==> src/rtl/mulseq_pkg.sv <==
`timescale 1ns/1ps
package mulseq_pkg;
  localparam int ADDR_W = 3;
  localparam int SEL_W  = 2;
  localparam int DP_W   = 4;
  localparam int UW_W   = 2*ADDR_W + SEL_W + DP_W;
  localparam int DEPTH  = 1 << ADDR_W;

  // strobe bit positions inside the datapath field
  localparam int DP_INIT  = 0;
  localparam int DP_LOAD  = 1;
  localparam int DP_CLRC  = 2;
  localparam int DP_SHDEC = 3;

  typedef logic [ADDR_W-1:0] addr_t;
  typedef logic [DP_W-1:0]   dp_t;

  typedef enum logic [SEL_W-1:0] {
    SQ_NEXT = 2'b00,
    SQ_GO   = 2'b01,
    SQ_LSB  = 2'b10,
    SQ_ZERO = 2'b11
  } seq_e;

  // msb first: alternate successor, default successor, selector, strobes
  typedef struct packed {
    addr_t nxt_alt;
    addr_t nxt_dflt;
    seq_e  sel;
    dp_t   dp;
  } uword_t;

  localparam addr_t A_IDLE  = 3'd0;
  localparam addr_t A_INIT  = 3'd1;
  localparam addr_t A_TEST  = 3'd2;
  localparam addr_t A_ADD   = 3'd3;
  localparam addr_t A_SHIFT = 3'd4;
  localparam addr_t A_LAST  = A_SHIFT;

  function automatic dp_t strobes(logic init, logic load, logic clrc, logic shdec);
    dp_t d;
    d = '0;
    d[DP_INIT]  = init;
    d[DP_LOAD]  = load;
    d[DP_CLRC]  = clrc;
    d[DP_SHDEC] = shdec;
    return d;
  endfunction

  function automatic uword_t mk_word(addr_t alt, addr_t dflt, seq_e s, dp_t d);
    uword_t w;
    w.nxt_alt  = alt;
    w.nxt_dflt = dflt;
    w.sel      = s;
    w.dp       = d;
    return w;
  endfunction

  // the microprogram; unused addresses hold a word that falls back to idle
  function automatic uword_t program_word(addr_t a);
    case (a)
      A_IDLE:  return mk_word(A_INIT, A_IDLE,  SQ_GO,   strobes(1'b0, 1'b0, 1'b0, 1'b0));
      A_INIT:  return mk_word(A_IDLE, A_TEST,  SQ_NEXT, strobes(1'b1, 1'b0, 1'b1, 1'b0));
      A_TEST:  return mk_word(A_ADD,  A_SHIFT, SQ_LSB,  strobes(1'b0, 1'b0, 1'b0, 1'b0));
      A_ADD:   return mk_word(A_IDLE, A_SHIFT, SQ_NEXT, strobes(1'b0, 1'b1, 1'b0, 1'b0));
      A_SHIFT: return mk_word(A_IDLE, A_TEST,  SQ_ZERO, strobes(1'b0, 1'b0, 1'b1, 1'b1));
      default: return mk_word(A_IDLE, A_IDLE,  SQ_NEXT, strobes(1'b0, 1'b0, 1'b0, 1'b0));
    endcase
  endfunction

  function automatic addr_t pick_next(uword_t w, logic take_alt);
    return take_alt ? w.nxt_alt : w.nxt_dflt;
  endfunction
endpackage

==> src/rtl/mulseq_rom.sv <==
`timescale 1ns/1ps
module mulseq_rom
  import mulseq_pkg::*;
(
  input  addr_t  addr,
  output uword_t word
);
  uword_t store [DEPTH];

  for (genvar i = 0; i < DEPTH; i++) begin : g_word
    assign store[i] = program_word(addr_t'(i));
  end

  assign word = store[addr];
endmodule

==> src/rtl/mulseq_cond.sv <==
`timescale 1ns/1ps
module mulseq_cond
  import mulseq_pkg::*;
(
  input  seq_e sel,
  input  logic go,
  input  logic lsb,
  input  logic zero,
  output logic take_alt
);
  always_comb begin
    case (sel)
      SQ_NEXT: take_alt = 1'b0;
      SQ_GO:   take_alt = go;
      SQ_LSB:  take_alt = lsb;
      SQ_ZERO: take_alt = zero;
      default: take_alt = 1'b0;
    endcase
  end
endmodule

==> src/rtl/mulseq_car.sv <==
`timescale 1ns/1ps
module mulseq_car
  import mulseq_pkg::*;
(
  input  logic   clk,
  input  logic   rst,
  input  uword_t word,
  input  logic   take_alt,
  output addr_t  addr
);
  addr_t next_addr;

  assign next_addr = pick_next(word, take_alt);

  always_ff @(posedge clk) begin
    if (rst) addr <= A_IDLE;
    else     addr <= next_addr;
  end
endmodule

==> src/rtl/mul_seq_ctrl.sv <==
`timescale 1ns/1ps
module mul_seq_ctrl
  import mulseq_pkg::*;
(
  input  logic              clk,
  input  logic              rst,
  input  logic              go_i,
  input  logic              mplr_lsb_i,
  input  logic              cnt_zero_i,
  output logic [ADDR_W-1:0] ctl_addr_o,
  output logic              init_o,
  output logic              load_o,
  output logic              clr_carry_o,
  output logic              shift_dec_o
);
  addr_t  cur_addr;
  uword_t cur_word;
  logic   take_alt;

  mulseq_rom u_rom (
    .addr (cur_addr),
    .word (cur_word)
  );

  mulseq_cond u_cond (
    .sel      (cur_word.sel),
    .go       (go_i),
    .lsb      (mplr_lsb_i),
    .zero     (cnt_zero_i),
    .take_alt (take_alt)
  );

  mulseq_car u_car (
    .clk      (clk),
    .rst      (rst),
    .word     (cur_word),
    .take_alt (take_alt),
    .addr     (cur_addr)
  );

  assign ctl_addr_o  = cur_addr;
  assign init_o      = cur_word.dp[DP_INIT];
  assign load_o      = cur_word.dp[DP_LOAD];
  assign clr_carry_o = cur_word.dp[DP_CLRC];
  assign shift_dec_o = cur_word.dp[DP_SHDEC];

  // reset marker for the reset check
  logic rst_q;
  always_ff @(posedge clk) rst_q <= rst;

  always @(posedge clk) begin
    if (rst_q) begin
      p_reset_idle_r1: assert (ctl_addr_o == A_IDLE && !init_o && !load_o && !shift_dec_o)
        else $error("reset did not land in idle");
    end
  end

  p_idle_go_r2: assert property (@(posedge clk) disable iff (rst)
    (ctl_addr_o == A_IDLE && go_i) |=> (ctl_addr_o == A_INIT));

  p_idle_hold_r2: assert property (@(posedge clk) disable iff (rst)
    (ctl_addr_o == A_IDLE && !go_i) |=> (ctl_addr_o == A_IDLE));

  p_init_fwd_r3: assert property (@(posedge clk) disable iff (rst)
    (ctl_addr_o == A_INIT) |=> (ctl_addr_o == A_TEST));

  p_test_lsb_r4: assert property (@(posedge clk) disable iff (rst)
    (ctl_addr_o == A_TEST) |=> (ctl_addr_o == ($past(mplr_lsb_i) ? A_ADD : A_SHIFT)));

  p_add_fwd_r5: assert property (@(posedge clk) disable iff (rst)
    (ctl_addr_o == A_ADD) |=> (ctl_addr_o == A_SHIFT));

  p_shift_zero_r6: assert property (@(posedge clk) disable iff (rst)
    (ctl_addr_o == A_SHIFT) |=> (ctl_addr_o == ($past(cnt_zero_i) ? A_IDLE : A_TEST)));

  p_strobe_excl_r7: assert property (@(posedge clk) disable iff (rst)
    $countones({init_o, load_o, shift_dec_o}) <= 1);

  p_legal_addr_r8: assert property (@(posedge clk) disable iff (rst)
    ##1 (ctl_addr_o <= A_LAST));
endmodule

==> config.mk <==
export PLATFORM = sky130hd
export DESIGN_NAME = mul_seq_ctrl
export DESIGN_NICKNAME = d
export VERILOG_FILES = /design/src/rtl/mulseq_pkg.sv /design/src/rtl/mulseq_rom.sv /design/src/rtl/mulseq_cond.sv /design/src/rtl/mulseq_car.sv /design/src/rtl/mul_seq_ctrl.sv
export SDC_FILE = /design/constraint.sdc
export NUM_CORES = 1
export LEC_CHECK = 0
export ABC_CLOCK_PERIOD_IN_PS = 1100
export BUFFER_PORTS_ARGS = -buffer_cell sky130_fd_sc_hd__buf_2
export CORE_AREA = 4 4 41 43
export CTS_BUF_LIST = sky130_fd_sc_hd__clkbuf_4
export CTS_CLUSTER_SIZE = 16
export DETAILED_ROUTE_END_ITERATION = 8
export DIE_AREA = 0 0 45 47
export PLACE_DENSITY = 0.32
export SYNTH_ARGS = -nofsm -noshare
export SYNTH_HDL_FRONTEND = slang
export SYNTH_SLANG_ARGS = --single-unit
==> constraint.sdc <==
create_clock -name clk -period 1.1 [get_ports clk]
set_input_delay 0.22 -clock clk [delete_from_list [all_inputs] [get_ports clk]]
set_output_delay 0.22 -clock clk [all_outputs]
set_load 0.005 [all_outputs]
# == Yosys cells after proc, flatten, opt, wreduce, memory -nomap -nowiden ==
# Memory sizes are Yosys's and may differ from the RTL's.
# Index checks and enable logic that the tools add are counted.
# word_totals
word_cells,12
register_bits,3
input_bits,5
mem_bits_ro,96
mem_count,1
# classes
eq_ne,3
reduce_logical,1
bitwise,1
order_cmp,1
mux,4
# memory_table
memory,depth,word_bits,read_ports,rd_ports_with_merged_regs,write_ports,line_no,text
(no name shown),8,12,1,0,0,mulseq_rom.sv:14,assign word = store[addr];
# op_table
operator,count
$mux 12,2
$eq 2x2->1 const B,2
$ge 4x4->1 const B,1
$not 3->4,1
$pmux 1 s4,1
$mux 3,1
$eq 2x1->1 const B,1
$logic_not 2->1,1

# == Logic depth before layout (Yosys ltp) ==
# logic_depth
ltp_word,7
mapped_depth,3
mapped_depth_nobuf,3

# == By module ==
# A second synthesis with hierarchy kept.
# hier_totals
cells_unflattened,27
hier_area_um2,221.5
# by_module_without_submodules
mod,seq_area_each_um2,n_inst,area_each_um2,cells_per_inst
mulseq_car,60.1,1,101.3,9
mulseq_rom,0.0,1,96.3,15
mulseq_cond,0.0,1,23.8,3

# == Least setup slack after synthesis ==
# OpenSTA, ideal clock, no wires.
# synth_timing
kind,register to output
from,reg u_car.addr[0]
to,out clr_carry_o
t_required_ns,0.880
arrival_time_ns,0.960
slack_ns,-0.080
n_path_buf,0
stages_incl_launch_ff,4
cell_sequence,dfxtp_1 nor2_1 and2_2 or2_1
# synth_via
elab_chain_cells,4
# synth_rtl
element,line_no,text
start: declaration,mulseq_car.sv:9,output addr_t addr
start signal: assignment,mulseq_car.sv:17,else addr <= next_addr;
$not 3->4 (implied by the code),mulseq_rom.sv:14,
$mem_v2 8x12,n/a,
$mux 12 (implied by the code) (2 in a row),mulseq_rom.sv:14,
end: declaration,mul_seq_ctrl.sv:13,"output logic clr_carry_o,"
# Every way passes these cells. The select of a mux whose other input is x is not followed.

# == Final worst setup path ==
# layout_timing
from,reg u_car.addr[2]
to,out clr_carry_o
# The elaborated chain is that of the path after synthesis.

==> PnR_summary.wiki <==
{| class="wikitable"
! Metric !! Value
|-
| 1st-iter DRT viols || 1
|-
| Filler cell count in the final layout || around 150
|-
| Root Buffer || clkbuf_4
|-
| Hold bufs inserted after CTS || 0
|-
| Period utilisation layout || 1.18
|-
| Leading registers by flop count || u_car.addr x3
|-
| Post-synth top cells || 3 x dfxtp_1, 3 x nor2_1, 2 x inv_1
|-
| Violated checks || setup timing
|-
| GPL Wtd Cong || 0.751
|-
| Slew @ Worst Pin || ~260 ps
|-
| P_int || about 0.00034 W
|-
| Top achievable clock speed || about 770 MHz
|-
| Startpoint types || register
|-
| Synth-to-Final Area Change || 110%
|-
| Clock tree from TritonCTS || done
|-
| Distinct cell type count after synthesis || 15
|-
| Number of setup violations in the final report || 5
|-
| Number of input and output port buffers inserted || 11
|-
| Pin count of the biggest net entering global routing || 7
|-
| Unrepaired setup endpoints after global routing || yes
|-
| Crit path max fanout || 4
|-
| Drt drc || 0
|-
| Number of max-cap violations || 0
|-
| Total track usage || 0.0544
|-
| Maximum level of the CTS H-tree || 1
|-
| Fraction of layout cells with a size suffix above 1 || 0.805
|-
| Worst voltage drop across the vdd grid || 0.488 mV
|-
| Mean cell area of the mapped netlist || roughly 8.9 sq um
|-
| Worst setup skew after layout || about 2.5 ps
|-
| Wire length per cell || between 9 and 10 microns
|-
| Share of flip-flops with an asynchronous set or reset || 0
|-
| Fraction of the core area covered by cells at the end of the flow || 0.287
|-
| Switching fraction of total power || 0.252
|-
| Area of the die || around 2100 sq um
|-
| Number of ports placed on the die boundary || 12
|-
| Global-route wire length before repair || around 800 microns
|-
| Outcome || complete, but fails checks
|-
| Clock latency on the worst-skew pair || 230 ps
|-
| Fraction of post-synthesis cell area in the top cell type by area || 0.338
|-
| Die height || 47 microns
|-
| Cell area power density || ~1200 nW/um^2
|-
| Total leakage power || 0.185 nW
|-
| Critical path endpoint category || output port
|-
| Total count of hold-check failures in the final report || 0
|-
| Placed wire-length estimate after detailed placement || just over 400 microns
|-
| Total via count after detailed routing || 213
|-
| FF+latch area || between 60 and 70 sq um
|-
| Register with the highest flop count || u_car.addr
|-
| Router iterations before antenna repair || 2
|-
| Setup WS post-layout || -194 ps
|-
| Gate count of the mapped netlist || 20
|-
| Cell Chain, Critical Path || nand2b_4 > nor2_2 > or2_1 > buf_2
|-
| Number of global-route vias before repair || 210
|-
| Most frequent cells in the layout || 11 x buf_2, 5 x buf_4, 4 x clkbuf_4
|-
| Flop2flop setup slack || 0 ps
|-
| Minimum period implied by the final worst setup slack || about 1300 ps
|-
| Primary flip-flop cell chosen by synthesis mapping || dfxtp_1
|-
| Count of antenna-violating nets left after detailed routing || 0
|-
| Final count of pins violating max slew || 0
|-
| Finished Cell Area || approximately 370 sq um
|-
| Core region area || approximately 1300 sq um
|-
| Starting utilization of the core area || 0.137
|-
| Synthesized flop and latch total || 3
|-
| Warnings, synthesis || 0
|-
| Minimum hold slack || between 150 and 200 ps
|-
| # nets final || 47
|-
| NetSw || ~0.00012 W
|-
| Routed wire length || about 560 microns
|-
| Type of the most critical hold path || in -> reg
|-
| Multi-input logic area || 146 sq um
|-
| Number of antenna violations at the first check in global routing || 0
|-
| Die Span X || 45 microns
|-
| Sequential fraction of the synthesis area || 0.338
|-
| Clock transition at the registers of the reported paths || 40 ps
|-
| Total inserted antenna cells || 0
|-
| Placed Area || 292 sq um
|-
| Clock Sink Count || 3
|-
| Average vias per placed instance || about 3.8
|-
| WS Path Type || reg -> out
|-
| Clock network fraction of design power || 0.476
|-
| Total overflow reported by the global router || 0
|-
| Slowest cell on the critical path || dfxtp_2
|-
| Syn_nets || 25
|-
| Count of flip-flops with a built-in enable after synthesis || 0
|-
| Placement Rows || 13
|-
| Deepest clock path buffer count || 2
|-
| Sequential power share || 0.274
|-
| Cells taking the most area after synthesis || dfxtp_1 34%, a2111oi_2 8.5%, mux2_4 8.5%
|-
| Max-Slew Margin vs Limit || 0.826
|-
| Gate power share || 0.250
|-
| Slowest Stage Delay on Critical Path || about 350 ps
|-
| Most common cell after layout, fill and taps aside || buf_2
|-
| Max reg flops || 3
|-
| Post-synthesis instance area || 178 sq um
|-
| Data required time at the worst endpoint || ~880 ps
|-
| Number of buffers created by CTS || 3
|-
| Cell taking the most area after synthesis || dfxtp_1
|-
| Crit path arrival time || between 1000 and 1500 ps
|}
[routing by layer]
metal	global-route usage	wire, microns	vias up
met2	0.0819	278	5
met5	0	0	-
met1	0.0543	232	95
met3	0.0268	45	0
met4	0.0526	0	0
li1	-	-	113
[worst paths after layout]
check,startpoint,to,cells after the start
min,mplr_lsb_i,u_car.addr[2],2
min reg2reg,u_car.addr[2],u_car.addr[0],2
max,u_car.addr[2],clr_carry_o,4
max reg2reg,u_car.addr[2],u_car.addr[0],4
[cell type report]
class                           count  share of cell area
Inverter                            2              0.0201
Sequential cell                     3               0.178
Clock buffer                        4              0.0805
Tap cell                           15              0.0503
Multi-Input combinational cell     15               0.393
Timing Repair Buffer               17               0.279
[through the flow]
| stage | TNS (ps) | setup slack (ps) | cells | power [W] |
|---|---|---|---|---|
| 3_5_place_dp | -31.6 | -31.6 | 51 | 0.000219 |
| 4_1_cts | -477 | -203 | 56 | 0.000458 |
| 3_3_place_gp | -44.5 | -44.5 | 51 | 0.000219 |
| 6_report | -364 | -194 | 56 | 0.000458 |
| 5_1_grt | -610 | -237 | 56 | 0.000493 |
| 2_1_floorplan | 0 | 9.66 | 20 | 0.000167 |
[worst max-delay path: cells and delay by family (launching register included)]
kind	cells	cell delay, ps
buffers and inverters	1	120
and+or+nand+nor	3	370
DFF	1	350
[repair_timing]
action / CTS / global route
setup endpoints to repair: 5 / 7
buffers inserted: 1 / 0
resized for setup: 4 / 7
pin swaps: 3 / 2
cloned: 0 / 0
[power groups by stage]
stage	Clock (W)	Sequential, W	Combinational [W]
finish	0.000218	0.000126	0.000115
global route	0.000240	0.000126	0.000127
CTS	0.000230	0.000123	0.000105
detailed placement	0	0.000124	0.0000947
global placement	0	0.000125	0.0000947
floorplan	0	0.000130	0.0000364
[cells by family after synthesis]
group           Yosys count  synth area share
compound gates            5             0.246
simple gates              8             0.232
buf+inv                   2            0.0423
flops                     3             0.338
mux                       2             0.141
(Power assumes the default switching activity.)
